`src/rtl/fifo_irq_pkg.sv`:
```
package fifo_irq_pkg;
  typedef struct packed {
    logic push;
    logic pop;
  } fifo_strobe_t;

  localparam int unsigned NUM_DIR = 2;
  localparam int unsigned TX_IDX  = 0;
  localparam int unsigned RX_IDX  = 1;
endpackage

```
`src/rtl/fifo_irq_store.sv`:
```
module fifo_irq_store
  import fifo_irq_pkg::*;
#(
  parameter int unsigned DW    = 8,
  parameter int unsigned DEPTH = 16,
  localparam int unsigned AW   = $clog2(DEPTH),
  localparam int unsigned LW   = AW + 1
) (
  input  logic          clk,
  input  logic          rstN,
  input  fifo_strobe_t  strobe,
  input  logic [DW-1:0] pushData,
  output logic [DW-1:0] popData,
  output logic [LW-1:0] level
);
  localparam logic [AW-1:0] LAST_PTR = AW'(DEPTH - 1);
  localparam logic [LW-1:0] FULL_LVL = LW'(DEPTH);

  logic [DW-1:0] mem [DEPTH];
  logic [AW-1:0] wrPtr, rdPtr;
  logic [LW-1:0] count;

  always_ff @(posedge clk) begin
    if (strobe.push) mem[wrPtr] <= pushData;
  end

  always_ff @(posedge clk) begin
    if (!rstN) begin
      wrPtr <= '0;
      rdPtr <= '0;
      count <= '0;
    end else begin
      if (strobe.push) wrPtr <= (wrPtr == LAST_PTR) ? '0 : wrPtr + 1'b1;
      if (strobe.pop)  rdPtr <= (rdPtr == LAST_PTR) ? '0 : rdPtr + 1'b1;
      case ({strobe.push, strobe.pop})
        2'b10:   count <= count + 1'b1;
        2'b01:   count <= count - 1'b1;
        default: count <= count;
      endcase
    end
  end

  assign popData = mem[rdPtr];
  assign level   = count;

  // level never exceeds the depth
  a_r2_level_bound: assert property (@(posedge clk) disable iff (!rstN)
    count <= FULL_LVL);

  // a lone push grows the level by one
  a_r2_push_grows: assert property (@(posedge clk) disable iff (!rstN)
    strobe.push && !strobe.pop |=> count == $past(count) + 1'b1);

  // control never retires an entry from an empty store
  a_r3_no_pop_empty: assert property (@(posedge clk) disable iff (!rstN)
    strobe.pop |-> count != '0);

  // control never writes into a full store
  a_r3_no_push_full: assert property (@(posedge clk) disable iff (!rstN)
    strobe.push |-> count != FULL_LVL);
endmodule

```
`src/rtl/fifo_irq_ctrl.sv`:
```
module fifo_irq_ctrl
  import fifo_irq_pkg::*;
#(
  parameter int unsigned DEPTH = 16,
  localparam int unsigned AW   = $clog2(DEPTH),
  localparam int unsigned LW   = AW + 1
) (
  input  logic          clk,
  input  logic          rstN,
  input  logic          txPushReq,
  input  logic          txPopReq,
  input  logic          rxPushReq,
  input  logic          rxPopReq,
  input  logic [LW-1:0] txLevel,
  input  logic [LW-1:0] rxLevel,
  input  logic          txIrqEn,
  input  logic          txBatch,
  input  logic [AW-1:0] txThresh,
  input  logic          rxIrqEn,
  input  logic          rxBatch,
  input  logic [AW-1:0] rxThresh,
  input  logic          errIrqEn,
  input  logic          errClear,
  output fifo_strobe_t  txStrb,
  output fifo_strobe_t  rxStrb,
  output logic          txFull,
  output logic          txEmpty,
  output logic          rxFull,
  output logic          rxEmpty,
  output logic          txIrq,
  output logic          rxIrq,
  output logic          errIrq
);
  localparam logic [LW-1:0] FULL_LVL = LW'(DEPTH);

  logic txWant, rxWant, fault, errPend;

  always_comb begin
    txFull  = (txLevel == FULL_LVL);
    txEmpty = (txLevel == '0);
    rxFull  = (rxLevel == FULL_LVL);
    rxEmpty = (rxLevel == '0);

    txStrb.push = txPushReq && !txFull;
    txStrb.pop  = txPopReq  && !txEmpty;
    rxStrb.push = rxPushReq && !rxFull;
    rxStrb.pop  = rxPopReq  && !rxEmpty;

    fault = (txPushReq && txFull) || (txPopReq && txEmpty) ||
            (rxPushReq && rxFull) || (rxPopReq && rxEmpty);

    txWant = txBatch ? (txLevel <= {1'b0, txThresh}) : !txFull;
    rxWant = rxBatch ? (rxLevel >  {1'b0, rxThresh}) : !rxEmpty;
  end

  always_ff @(posedge clk) begin
    if (!rstN) begin
      errPend <= 1'b0;
      txIrq   <= 1'b0;
      rxIrq   <= 1'b0;
      errIrq  <= 1'b0;
    end else begin
      if (fault)         errPend <= 1'b1;
      else if (errClear) errPend <= 1'b0;
      txIrq  <= txIrqEn  && txWant;
      rxIrq  <= rxIrqEn  && rxWant;
      errIrq <= errIrqEn && errPend;
    end
  end

  // disabled requests stay low
  a_r8_tx_gate: assert property (@(posedge clk) disable iff (!rstN)
    !txIrqEn |=> !txIrq);
  a_r8_rx_gate: assert property (@(posedge clk) disable iff (!rstN)
    !rxIrqEn |=> !rxIrq);

  // pending error holds until cleared
  a_r9_err_sticky: assert property (@(posedge clk) disable iff (!rstN)
    errPend && !errClear |=> errPend);

  // overflow on transmit records an error
  a_r9_overflow_sets: assert property (@(posedge clk) disable iff (!rstN)
    txPushReq && txFull |=> errPend);

  // waiting receive data raises the request in per-element mode
  a_r6_rx_single: assert property (@(posedge clk) disable iff (!rstN)
    rxIrqEn && !rxBatch && !rxEmpty |=> rxIrq);

  // a full transmit buffer drops the per-element request
  a_r4_tx_single_full: assert property (@(posedge clk) disable iff (!rstN)
    !txBatch && txFull |=> !txIrq);
endmodule

```
`src/rtl/fifo_irq_pair.sv`:
```
module fifo_irq_pair
  import fifo_irq_pkg::*;
#(
  parameter int unsigned DW    = 8,
  parameter int unsigned DEPTH = 16,
  localparam int unsigned AW   = $clog2(DEPTH),
  localparam int unsigned LW   = AW + 1
) (
  input  logic          clk,
  input  logic          rstN,
  input  logic          txPushReq,
  input  logic [DW-1:0] txPushData,
  input  logic          txPopReq,
  output logic [DW-1:0] txPopData,
  output logic [LW-1:0] txLevel,
  output logic          txFull,
  output logic          txEmpty,
  input  logic          rxPushReq,
  input  logic [DW-1:0] rxPushData,
  input  logic          rxPopReq,
  output logic [DW-1:0] rxPopData,
  output logic [LW-1:0] rxLevel,
  output logic          rxFull,
  output logic          rxEmpty,
  input  logic          txIrqEn,
  input  logic          txBatch,
  input  logic [AW-1:0] txThresh,
  input  logic          rxIrqEn,
  input  logic          rxBatch,
  input  logic [AW-1:0] rxThresh,
  input  logic          errIrqEn,
  input  logic          errClear,
  output logic          txIrq,
  output logic          rxIrq,
  output logic          errIrq
);
  fifo_strobe_t  strb    [NUM_DIR];
  logic [DW-1:0] inData  [NUM_DIR];
  logic [DW-1:0] outData [NUM_DIR];
  logic [LW-1:0] lvl     [NUM_DIR];

  assign inData[TX_IDX] = txPushData;
  assign inData[RX_IDX] = rxPushData;
  assign txPopData = outData[TX_IDX];
  assign rxPopData = outData[RX_IDX];
  assign txLevel   = lvl[TX_IDX];
  assign rxLevel   = lvl[RX_IDX];

  for (genvar d = 0; d < NUM_DIR; d++) begin : g_dir
    fifo_irq_store #(.DW(DW), .DEPTH(DEPTH)) u_store (
      .clk      (clk),
      .rstN     (rstN),
      .strobe   (strb[d]),
      .pushData (inData[d]),
      .popData  (outData[d]),
      .level    (lvl[d])
    );
  end

  fifo_irq_ctrl #(.DEPTH(DEPTH)) u_ctrl (
    .clk       (clk),
    .rstN      (rstN),
    .txPushReq (txPushReq),
    .txPopReq  (txPopReq),
    .rxPushReq (rxPushReq),
    .rxPopReq  (rxPopReq),
    .txLevel   (lvl[TX_IDX]),
    .rxLevel   (lvl[RX_IDX]),
    .txIrqEn   (txIrqEn),
    .txBatch   (txBatch),
    .txThresh  (txThresh),
    .rxIrqEn   (rxIrqEn),
    .rxBatch   (rxBatch),
    .rxThresh  (rxThresh),
    .errIrqEn  (errIrqEn),
    .errClear  (errClear),
    .txStrb    (strb[TX_IDX]),
    .rxStrb    (strb[RX_IDX]),
    .txFull    (txFull),
    .txEmpty   (txEmpty),
    .rxFull    (rxFull),
    .rxEmpty   (rxEmpty),
    .txIrq     (txIrq),
    .rxIrq     (rxIrq),
    .errIrq    (errIrq)
  );
endmodule

```
`config.mk`:
```
export PLATFORM = sky130hd
export DESIGN_NAME = fifo_irq_pair
export DESIGN_NICKNAME = d
export VERILOG_FILES = /design/src/rtl/fifo_irq_pkg.sv /design/src/rtl/fifo_irq_store.sv /design/src/rtl/fifo_irq_ctrl.sv /design/src/rtl/fifo_irq_pair.sv
export SDC_FILE = /design/constraint.sdc
export NUM_CORES = 1
export LEC_CHECK = 0
export BUFFER_PORTS_ARGS = -buffer_cell sky130_fd_sc_hd__buf_2
export CORE_UTILIZATION = 55
export DETAILED_ROUTE_END_ITERATION = 7
export HOLD_SLACK_MARGIN = 0.06
export PLACE_DENSITY = 0.75
export SLEW_MARGIN = 20
export SYNTH_ARGS = -nofsm -noshare
export SYNTH_HDL_FRONTEND = slang
export SYNTH_SLANG_ARGS = --single-unit
export TNS_END_PERCENT = 20
```
`constraint.sdc`:
```
create_clock -name clk -period 3.8 [get_ports clk]
set_input_delay 0.38 -clock clk [delete_from_list [all_inputs] [get_ports clk]]
set_output_delay 0.38 -clock clk [all_outputs]
set_load 0.05 [all_outputs]
```
-- After elaboration in Yosys (flattened, before gate mapping)
Memories as Yosys holds them, arrays and structs flattened. A register that Yosys moved wholly into a read port is not among the register bits.
Cells that the tools add are included.
- reduce and logical (&&, ||, !) cells: 23
- mux-type cells: 18
- add/sub/neg operators: 8
- $lt $le $gt $ge: 2
- eq/ne operators: 10
- operators with widths (cell ; count):
    4-bit 2-to-1 mux ; 8
    5-bit case mux with 2 select lines ; 2
    4-bit by 1-bit adder with 4-bit output, second input constant ; 4
    4-bit equality test, second input constant ; 4
    1-bit logical AND ; 11
    5-bit by 1-bit adder with 5-bit output, second input constant ; 2
    5-bit equality test, second input constant ; 2
    5-bit logical NOT ; 2
    5-bit by 1-bit subtractor with 5-bit output, second input constant ; 2
    1-bit 2-to-1 mux ; 8
    2-bit nonzero test ; 3
    5-bit by 4-bit greater-than comparator with 1-bit output ; 1
    5-bit by 4-bit <= comparator with 1-bit output ; 1
    2-bit by 1-bit equality test with 1-bit output, second input constant ; 2
    2-bit equality test, second input constant ; 2
    1-bit logical NOT ; 4
    1-bit logical OR ; 3
- register bits after elaboration: 30
- bits in writable memories: 256
- bits of input ports: 36
- memories kept: 2
- memories (name ; depth ; bits a word ; rd ports ; clocked after memory_dff ; write ports ; line ; text):
    g_dir[0].u_store.mem ; 16 ; 8 ; 1 ; 1 ; 1 ; fifo_irq_store.sv:19 ; logic [DW-1:0] mem [DEPTH];
    g_dir[1].u_store.mem ; 16 ; 8 ; 1 ; 1 ; 1 ; fifo_irq_store.sv:19 ;

-- Depth between registers and ports, before layout
Gate-level depths: netlist of run 1.
- depth after elaboration: 6
- depth in mapped cells: 13
- gate-level depth less buffers: 10

-- Hierarchy
From an unflattened synthesis of run 1, not the netlist that was laid out.
- cell total of the unflattened synthesis: 669
- area total of the unflattened synthesis: 12129.1 µm²
- by module, submodules not included (module ; cells an instance ; instances ; area an instance (µm²) ; seq. area each (µm²)):
    fifo_irq_store ; 307 ; 2 ; 5848.1 ; 4184.0
    fifo_irq_ctrl ; 55 ; 1 ; 432.9 ; 80.1

-- Worst setup path after synthesis of run 1
OpenSTA, ideal clock, no wires.
- path kind: flip-flop to flip-flop
- start: register g_dir[0].u_store.count[2]
- end: register g_dir[0].u_store.count[4]
- buffers on the path: 3
- library setup time: 65 ps
- setup slack: 747 ps
- stages on the path, launching flop included: 14
- arrival time: 2987 ps
- data required time: 3735 ps
- cell sequence: dfxtp_1 buf_2 nor4_2 a21boi_2 inv_1 buf_4 ha_1 buf_2 xor2_1 ha_1 o21ai_0 or3_1 a2111oi_0 nand4b_1
- word-level cells in the longest chain between the ends: 5
- elaborated cells on any way between the ends: 12
- ends and longest elaborated chain (element ; line ; text):
    from (decl) ; fifo_irq_store.sv:21 ; logic [LW-1:0] count;
    from (signal assigned) ; fifo_irq_store.sv:36 ; 2'b10: count <= count + 1'b1;
    from (signal assigned) ; fifo_irq_store.sv:37 ; 2'b01: count <= count - 1'b1;
    from (signal assigned) ; fifo_irq_store.sv:38 ; default: count <= count;
    5-bit equality test / 5-bit logical NOT (equally long branches) ; fifo_irq_ctrl.sv:39, fifo_irq_ctrl.sv:40 ;
    1-bit logical NOT, on equally long branches ; fifo_irq_ctrl.sv:44, fifo_irq_ctrl.sv:45 ;
    1-bit logical AND, on equally long branches ; fifo_irq_ctrl.sv:44, fifo_irq_ctrl.sv:45 ;
    2-bit by 1-bit equality test with 1-bit output / 2-bit equality test (equally long branches) ; fifo_irq_store.sv:35 ; case ({strobe.push, strobe.pop})
    5-bit case mux with 2 select lines / 2-bit nonzero test (equally long branches) ; -- ;
Parallel ways exist; a longest one is shown, timed or not.
A chain may end at the register's enable or synchronous reset.

-- Worst setup path after layout of run 1
- start: register g_dir[1].u_store.count[1]
- end: register g_dir[1].u_store.count[4]
- word-level cells in the longest chain between the ends: 5
- elaborated cells on any way between the ends: 12
- ends and longest elaborated chain (element ; line):
    from (decl) ; fifo_irq_store.sv:21
    from (signal assigned) ; fifo_irq_store.sv:36
    from (signal assigned) ; fifo_irq_store.sv:37
    from (signal assigned) ; fifo_irq_store.sv:38
    5-bit equality test / 5-bit logical NOT (equally long branches) ; fifo_irq_ctrl.sv:41, fifo_irq_ctrl.sv:42
    1-bit logical NOT, on equally long branches ; fifo_irq_ctrl.sv:46, fifo_irq_ctrl.sv:47
    1-bit logical AND, on equally long branches ; fifo_irq_ctrl.sv:46, fifo_irq_ctrl.sv:47
    2-bit by 1-bit equality test with 1-bit output / 2-bit equality test (equally long branches) ; fifo_irq_store.sv:35
    5-bit case mux with 2 select lines / 2-bit nonzero test (equally long branches) ; --
Parallel ways exist; a longest one is shown, timed or not.

==> results of run 1 <==
==> cell families (layout without fill, tap and decap cells) <==
group           Yosys count  after routing  share of synthesized area
mux                      71             71                      0.125
compound gates           84             84                     0.0492
simple gates            160            160                     0.0737
flops                   294            294                      0.697
buf+inv                  63            159                     0.0232
xor+xnor                  8              8                    0.00578
fa+ha+maj                26             26                     0.0268
==> critical path: cells and delay by family, from the launching register on <==
kind | cells | cell delay, ns
XOR/XNOR | 1 | 0.18
AND/OR/NAND/NOR | 3 | 1.05
AO/OA/AOI/OAI | 3 | 0.76
adder cells (fa/ha/maj) | 2 | 0.54
flip-flops | 1 | 0.40
buffers and inverters | 1 | 0.21
==> area by class of cell <==
type,count,area [um2],area share
well taps,275,344,0.0251
multi-input cells,349,3420,0.250
repair buffers,82,463,0.0338
clock inverters,19,140,0.0102
flip-flops and latches,294,8450,0.617
inverters,23,86.3,0.00631
clock buffers,35,790,0.0577
==> metal layers <==
metal / vias up / wire length (um) / track usage
met5: - / 10 / 0
met4: 2 / 560 / 0.0667
met3: 41 / 1390 / 0.0333
met2: 208 / 12500 / 0.387
li1: 2965 / - / -
met1: 3296 / 8940 / 0.267
==> sequential cells by signal, indices dropped and copies added, names as in the netlist, named ones only <==
| register | count |
|---|---|
| g_dir.u_store.level | 10 |
| u_ctrl.errIrq | 1 |
| u_ctrl.errPend | 1 |
| u_ctrl.rxIrq | 1 |
| g_dir.u_store.mem | 256 |
| g_dir.u_store.wrPtr | 8 |
| u_ctrl.txIrq | 1 |
| g_dir.u_store.rdPtr | 8 |
==> report_power, final <==
part / internal [uW] / switching [uW] / total [uW]
registers: 3670 / 230 / 3900
logic: 986 / 1510 / 2500
clock network: 1560 / 1180 / 2750
==> metrics by stage <==
stage | power (uW) | util | area, um2 | setup slack [ns] | hold slack (ns)
6_report | 9150 | 0.643 | 13700 | 0.576 | 0.0987
5_1_grt | 9530 | 0.643 | 13700 | 0.327 | 0.0854
4_1_cts | 9220 | 0.643 | 13700 | 0.541 | 0.0668
3_5_place_dp | 6480 | 0.598 | 12700 | 0.630 | 0.472
3_3_place_gp | 6390 | 0.598 | 12700 | 0.885 | 0.468
2_1_floorplan | 5920 | - | 12100 | 0.747 | 0.450
==> synthesized netlist by cell type, types with 2 or more instances <==
cell / count
nor4b_1: 3
or4bb_1: 2
a31oi_1: 5
and2_1: 10
or3_1: 4
or4_4: 2
nand3b_1: 2
a22oi_1: 32
a2111oi_0: 2
buf_6: 2
a21boi_2: 2
nor3_1: 4
nand2_1: 43
o21ai_1: 2
a21oi_1: 16
o211ai_1: 5
xor2_1: 6
buf_2: 9
o31a_1: 2
and3_1: 13
clkbuf_1: 14
xnor2_1: 2
mux2i_1: 7
inv_1: 22
nand2b_1: 6
buf_4: 5
nor2_1: 26
nor2b_1: 5
nand4_1: 6
o21ai_4: 2
ha_1: 26
dfxtp_1: 38
mux4_2: 64
and4_1: 6
buf_1: 10
nand3_1: 15
o21ai_0: 8
o21a_1: 2
edfxtp_1: 256
a21o_1: 2
nand4b_1: 6
==> final timing paths <==
kind | to | start | cells after the start
worst min-delay path | u_ctrl.txIrq$_SDFF_PN0_ | txIrqEn | 3
worst max register to register | g_dir[1].u_store.level[4]$_SDFFE_PN0P_ | g_dir[1].u_store.level[1]$_SDFFE_PN0P_ | 10
worst min register to register | u_ctrl.errIrq$_SDFF_PN0_ | u_ctrl.errPend$_SDFFE_PN0P_ | 1
worst max-delay path | g_dir[1].u_store.level[4]$_SDFFE_PN0P_ | g_dir[1].u_store.level[1]$_SDFFE_PN0P_ | 10
==> timing repair <==
item | in CTS | in global routing
endpoints found under the hold margin | 2 | 0
hold buffers | 2 | 0
setup endpoints to repair | 0 | 0
==> flow_summary_export.csv, run 1 <==
group,metric,value,unit
cells_and_area,fillers,1440,
timing,rsz0062_at_grt,"no",
grt,grt_max_degree,33,
detailed_routing,drt_iter0_drc,516,
synth,synthFlopType,"edfxtp_1",
critical_path,arrival,3.69,ns
synth,yosysTopAreaCell,"edfxtp_1",
floorplanning,fp.dieH,150,um
clocking,cts_root_buf,"clkbuf_16",
power_and_ir_drop,cellPowerDensity,668,mW/mm2
clocking,post_cts_buffers,0,
clocking,cts_buffer_depth,3,
timing,finalCritPeriodShare,0.849,
floorplanning,num_rows,53,
cells_and_area,drive_gt1_frac,0.263,
cells_and_area,final_cells,1077,
critical_path,start_kind,"flop",
cells_and_area,n_antenna_cell,0,
flow_run,cap_violations,0,
cells_and_area,layout_commonest_cell,"edfxtp_1",
synth,ys_seq_area_frac,0.697,
synth,synth_cell_type_count,53,
synth,netlist_instances,706,
placement,portBuffers,68,
critical_path,slowest_stage,"nor4_1",
floorplanning,initial_core_util,0.570,
grt,gr-total-overflow,0,
min_path,hp-class,"input pin to flop",
detailed_routing,vias,6512,
detailed_routing,wire_per_inst,21.7,um
critical_path,cp_cell_sequence,"nor4_1 > a21boi_2 > inv_2 > ha_1 > xor2_1 > ha_1 > o21ai_0 > or3_1 > a2111oi_0 > nand4b_1",
critical_path,end_kind,"flop",
placement,dp.cells,1021,
timing,hold_viol_final,0,
critical_path,crit_fanout,10,
cells_and_area,layout_common_cells,"edfxtp_1, buf_2, mux4_2, nand2_1, dfxtp_1",
floorplanning,die-width,150,um
placement,post-dp-hpwl,15.3,mm
detailed_routing,viasPerCell,6.05,
clocking,clk_latency,0.54,ns
timing,tns,0,ns
critical_path,slowest_delay,0.52,ns
detailed_routing,first_pass_iters,5,
clocking,cts.sinks,294,
synth,synth.avg_cell_area,17.2,um2
detailed_routing,drc,0,
synth,yosysWarnings,0,
synth,synth_fp_nets,768,
timing,setup_viol,0,
clocking,numCtsBuffers,29,
critical_path,crit_top_cell,"ha_1",
critical_path,path_class,"flop to flop",
floorplanning,dieArea,0.0226,mm2
timing,tightest_slew,0.890,ns
timing,max_freq,0.310,GHz
placement,gp_congestion,0.812,
timing,finalCriticalPeriod,3.22,ns
synth,synth_top_area_share,0.634,
cells_and_area,syn2layout_area_growth,12.9,%
timing,drv_slew,0,
synth,synth_edf_count,256,
detailed_routing,drt-total-wl,23.4,mm
grt,grt_first_pass_wirelength,36.3,mm
clocking,cts-resized-gates,0,
clocking,htree_levels,1,
grt,grt_pass1_vias,6681,
clocking,path_clk_slew,0.06,ns
critical_path,worstPathRequired,4.27,ns
outcome,status,"finished clean",
floorplanning,core,0.0213,mm2
synth,synth_area,0.0121,mm2
synth,synth.area.top_cells,"edfxtp_1, mux4_2, dfxtp_1, ha_1, a22oi_1",
synth,async_flop_share,0,
power_and_ir_drop,ir_drop,0.530,mV
synth,synth_seq_cells,294,
cells_and_area,final_nets,841,
detailed_routing,postRouteAntennaNets,0,
timing,fin_skew,0.0127,ns
timing,slew_headroom,0.404,
floorplanning,io_pins,69,
grt,antenna_found_initial,1,
clocking,cts_tree,"built",
power_and_ir_drop,p_leak,0.00474,uW
grt,track_usage,0.215,
critical_path,r2r_slack,0.58,ns
Note: power is estimated with default switching activity, not from simulation.
==> inputs of run 2 (changes only) <==
--- a/config.mk
+++ b/config.mk
@@ -9,7 +9,7 @@
 export CORE_UTILIZATION = 55
 export DETAILED_ROUTE_END_ITERATION = 7
 export HOLD_SLACK_MARGIN = 0.06
-export PLACE_DENSITY = 0.75
+export PLACE_DENSITY = 0.78
 export SLEW_MARGIN = 20
 export SYNTH_ARGS = -nofsm -noshare
 export SYNTH_HDL_FRONTEND = slang
==> constraint.sdc (replaced) <==
create_clock -name clk -period 2.79 [get_ports clk]
set_input_delay 0.279 -clock clk [delete_from_list [all_inputs] [get_ports clk]]
set_output_delay 0.279 -clock clk [all_outputs]
set_load 0.05 [all_outputs]
==> run 2 against run 1 <==
Effect of this change: sequential cell count unchanged; via count up 3.0%; register-to-register slack worse by 0.47 ns; first-iteration DRC count down 10%; critical path type is now flop to output pin; die area unchanged; routed wire length up 3.3%.
==> flow_summary_export.csv, run 2 (same netlist as run 1, synthesis figures left out) <==
group,metric,value,unit
critical_path,slowest_delay,0.54,ns
flow_run,cap_violations,0,
detailed_routing,drt_iter0_drc,462,
detailed_routing,drc,0,
min_path,holdPathEnd,"u_ctrl.errPend$_SDFFE_PN0P_",
grt,antenna_found_initial,0,
floorplanning,initial_core_util,0.570,
detailed_routing,wire_per_inst,22.3,um
detailed_routing,drt-total-wl,24.2,mm
detailed_routing,vias,6710,
critical_path,crit_fanout,24,
clocking,numCtsBuffers,28,
timing,finalCritPeriodShare,0.979,
cells_and_area,drive_gt1_frac,0.277,
clocking,cts_root_buf,"clkbuf_16",
min_path,hold_depth,3,
critical_path,r2r_slack,0.11,ns
clocking,cts_tree,"built",
floorplanning,core,0.0213,mm2
cells_and_area,layout_common_cells,"edfxtp_1, buf_2, mux4_2, nand2_1, clkbuf_16",
timing,tightest_slew,0.747,ns
outcome,status,"finished clean",
timing,hold_viol_final,0,
grt,grt_pass1_vias,6961,
placement,placed_area,0.0128,mm2
floorplanning,die-width,150,um
cells_and_area,final_nets,849,
grt,gr-total-overflow,0,
clocking,clk_latency,0.54,ns
timing,max_freq,0.366,GHz
critical_path,worstPathRequired,2.51,ns
grt,track_usage,0.224,
floorplanning,dieArea,0.0226,mm2
floorplanning,fp.dieH,150,um
detailed_routing,first_pass_iters,5,
critical_path,critical-path-top-delay-family,"multiplexers",
cells_and_area,fillers,1387,
placement,portBuffers,68,
cells_and_area,regArea,0.00847,mm2
grt,grt_first_pass_wirelength,37.8,mm
cells_and_area,n_antenna_cell,0,
placement,pre_cts_ws,-0.109,ns
critical_path,arrival,2.45,ns
placement,post-dp-hpwl,15.4,mm
min_path,hp-class,"input pin to flop",
clocking,htree_levels,1,
timing,rsz0062_at_grt,"yes",
cells_and_area,largest_reg_flops,256,
clocking,cts.sinks,294,
timing,fin_skew,0.0155,ns
critical_path,start_kind,"flop",
cells_and_area,layout_commonest_cell,"edfxtp_1",
timing,setup_viol,0,
power_and_ir_drop,p_leak,0.00477,uW
power_and_ir_drop,cellPowerDensity,918,mW/mm2
critical_path,r2r_end,"g_dir[1].u_store.level[4]$_SDFFE_PN0P_",
timing,setup_slack,0.0584,ns
clocking,path_clk_slew,0.06,ns
clocking,cts_buffer_depth,3,
critical_path,slowest_stage,"mux4_2",
critical_path,r2r_cells,10,
critical_path,end_kind,"output pin",
min_path,min-delay-start,"txPopReq",
cells_and_area,regMostFlops,"g_dir.u_store.mem",
placement,gp_congestion,0.886,
grt,grt_max_degree,33,
power_and_ir_drop,ir_drop,0.911,mV
floorplanning,num_rows,53,
cells_and_area,syn2layout_area_growth,14.6,%
timing,finalCriticalPeriod,2.73,ns
cells_and_area,multi_input_area,0.00350,mm2
detailed_routing,viasPerCell,6.19,
critical_path,path_class,"flop to output pin",
detailed_routing,postRouteAntennaNets,0,
floorplanning,io_pins,69,
timing,drv_slew,0,
critical_path,cp_cell_sequence,"buf_12 > mux4_2 > a22oi_1 > nand2_1 > buf_2",
timing,slew_headroom,0.501,
critical_path,reg2reg_from,"g_dir[1].u_store.level[0]$_SDFFE_PN0P_",
critical_path,cp_num_buf_inv,2,
cells_and_area,design_area,0.0139,mm2
cells_and_area,fin_util,0.653,
-- run 2: changes by cell type in the layout (fill, tap and decap cells not counted), sizes merged --
cell and delta:
buf +6, bufinv +1, clkinv -3, clkbuf +5
inv -5, dlygate4sd3 +3
-- run 2: layout make-up --
type,count,share of cell area
Clock buffer,40,0.0605
Clock inverter,12,0.00774
Inverter,23,0.00621
Multi-Input combinational cell,349,0.252
Sequential cell,294,0.609
Tap cell,275,0.0248
Timing Repair Buffer,91,0.0396
-- run 2: per-stage QoR --
step | cells | total power, uW | hold WS, ns | TNS [ns]
global placement | 1026 | 8790 | 0.475 | 0
global route | 1084 | 13300 | 0.123 | -0.0609
detailed placement | 1026 | 8920 | 0.484 | -0.135
floorplan | 706 | 8100 | 0.378 | -0.160
CTS | 1083 | 12800 | 0.100 | -0.0143
finish | 1084 | 12800 | 0.120 | 0
-- run 2: how the worst max path moves through the flow --
stage	end	cells after the start
after floorplan	g_dir[0].u_store.level[4]$_SDFFE_PN0P_	12
after global placement	g_dir[0].u_store.level[4]$_SDFFE_PN0P_	9
after detailed placement	g_dir[1].u_store.level[4]$_SDFFE_PN0P_	9
after CTS	g_dir[1].u_store.level[4]$_SDFFE_PN0P_	9
after global routing	g_dir[0].u_store.level[4]$_SDFFE_PN0P_	10
final	txPopData[6]	5
-- run 2: tightest hold or removal path, stage by stage --
cell and delay [ns]:
buf_2 0.13, a21oi_1 0.07, a21oi_1 0.13
-- run 2: timing repair --
action,CTS,global route
pin swaps,0,1
hold buffers,5,0
resized for setup,7,7
setup buffers,0,1
hold endpoints to repair,4,0
setup endpoints to repair,5,2
-- run 2: per-layer routing --
metal	vias to the layer above	GRT usage	part of all wire
li1	2972	-	-
met1	3419	0.298	0.41
met2	284	0.383	0.51
met3	35	0.0342	0.066
met4	0	0.0641	0.018
met5	-	0	0
-- run 2: power by group --
group / internal, uW / switching (uW) / total [uW]
Clock: 2280 / 1530 / 3800
Combinational: 1450 / 2220 / 3670
Sequential: 5020 / 263 / 5280
Total: 8750 / 4010 / 12800
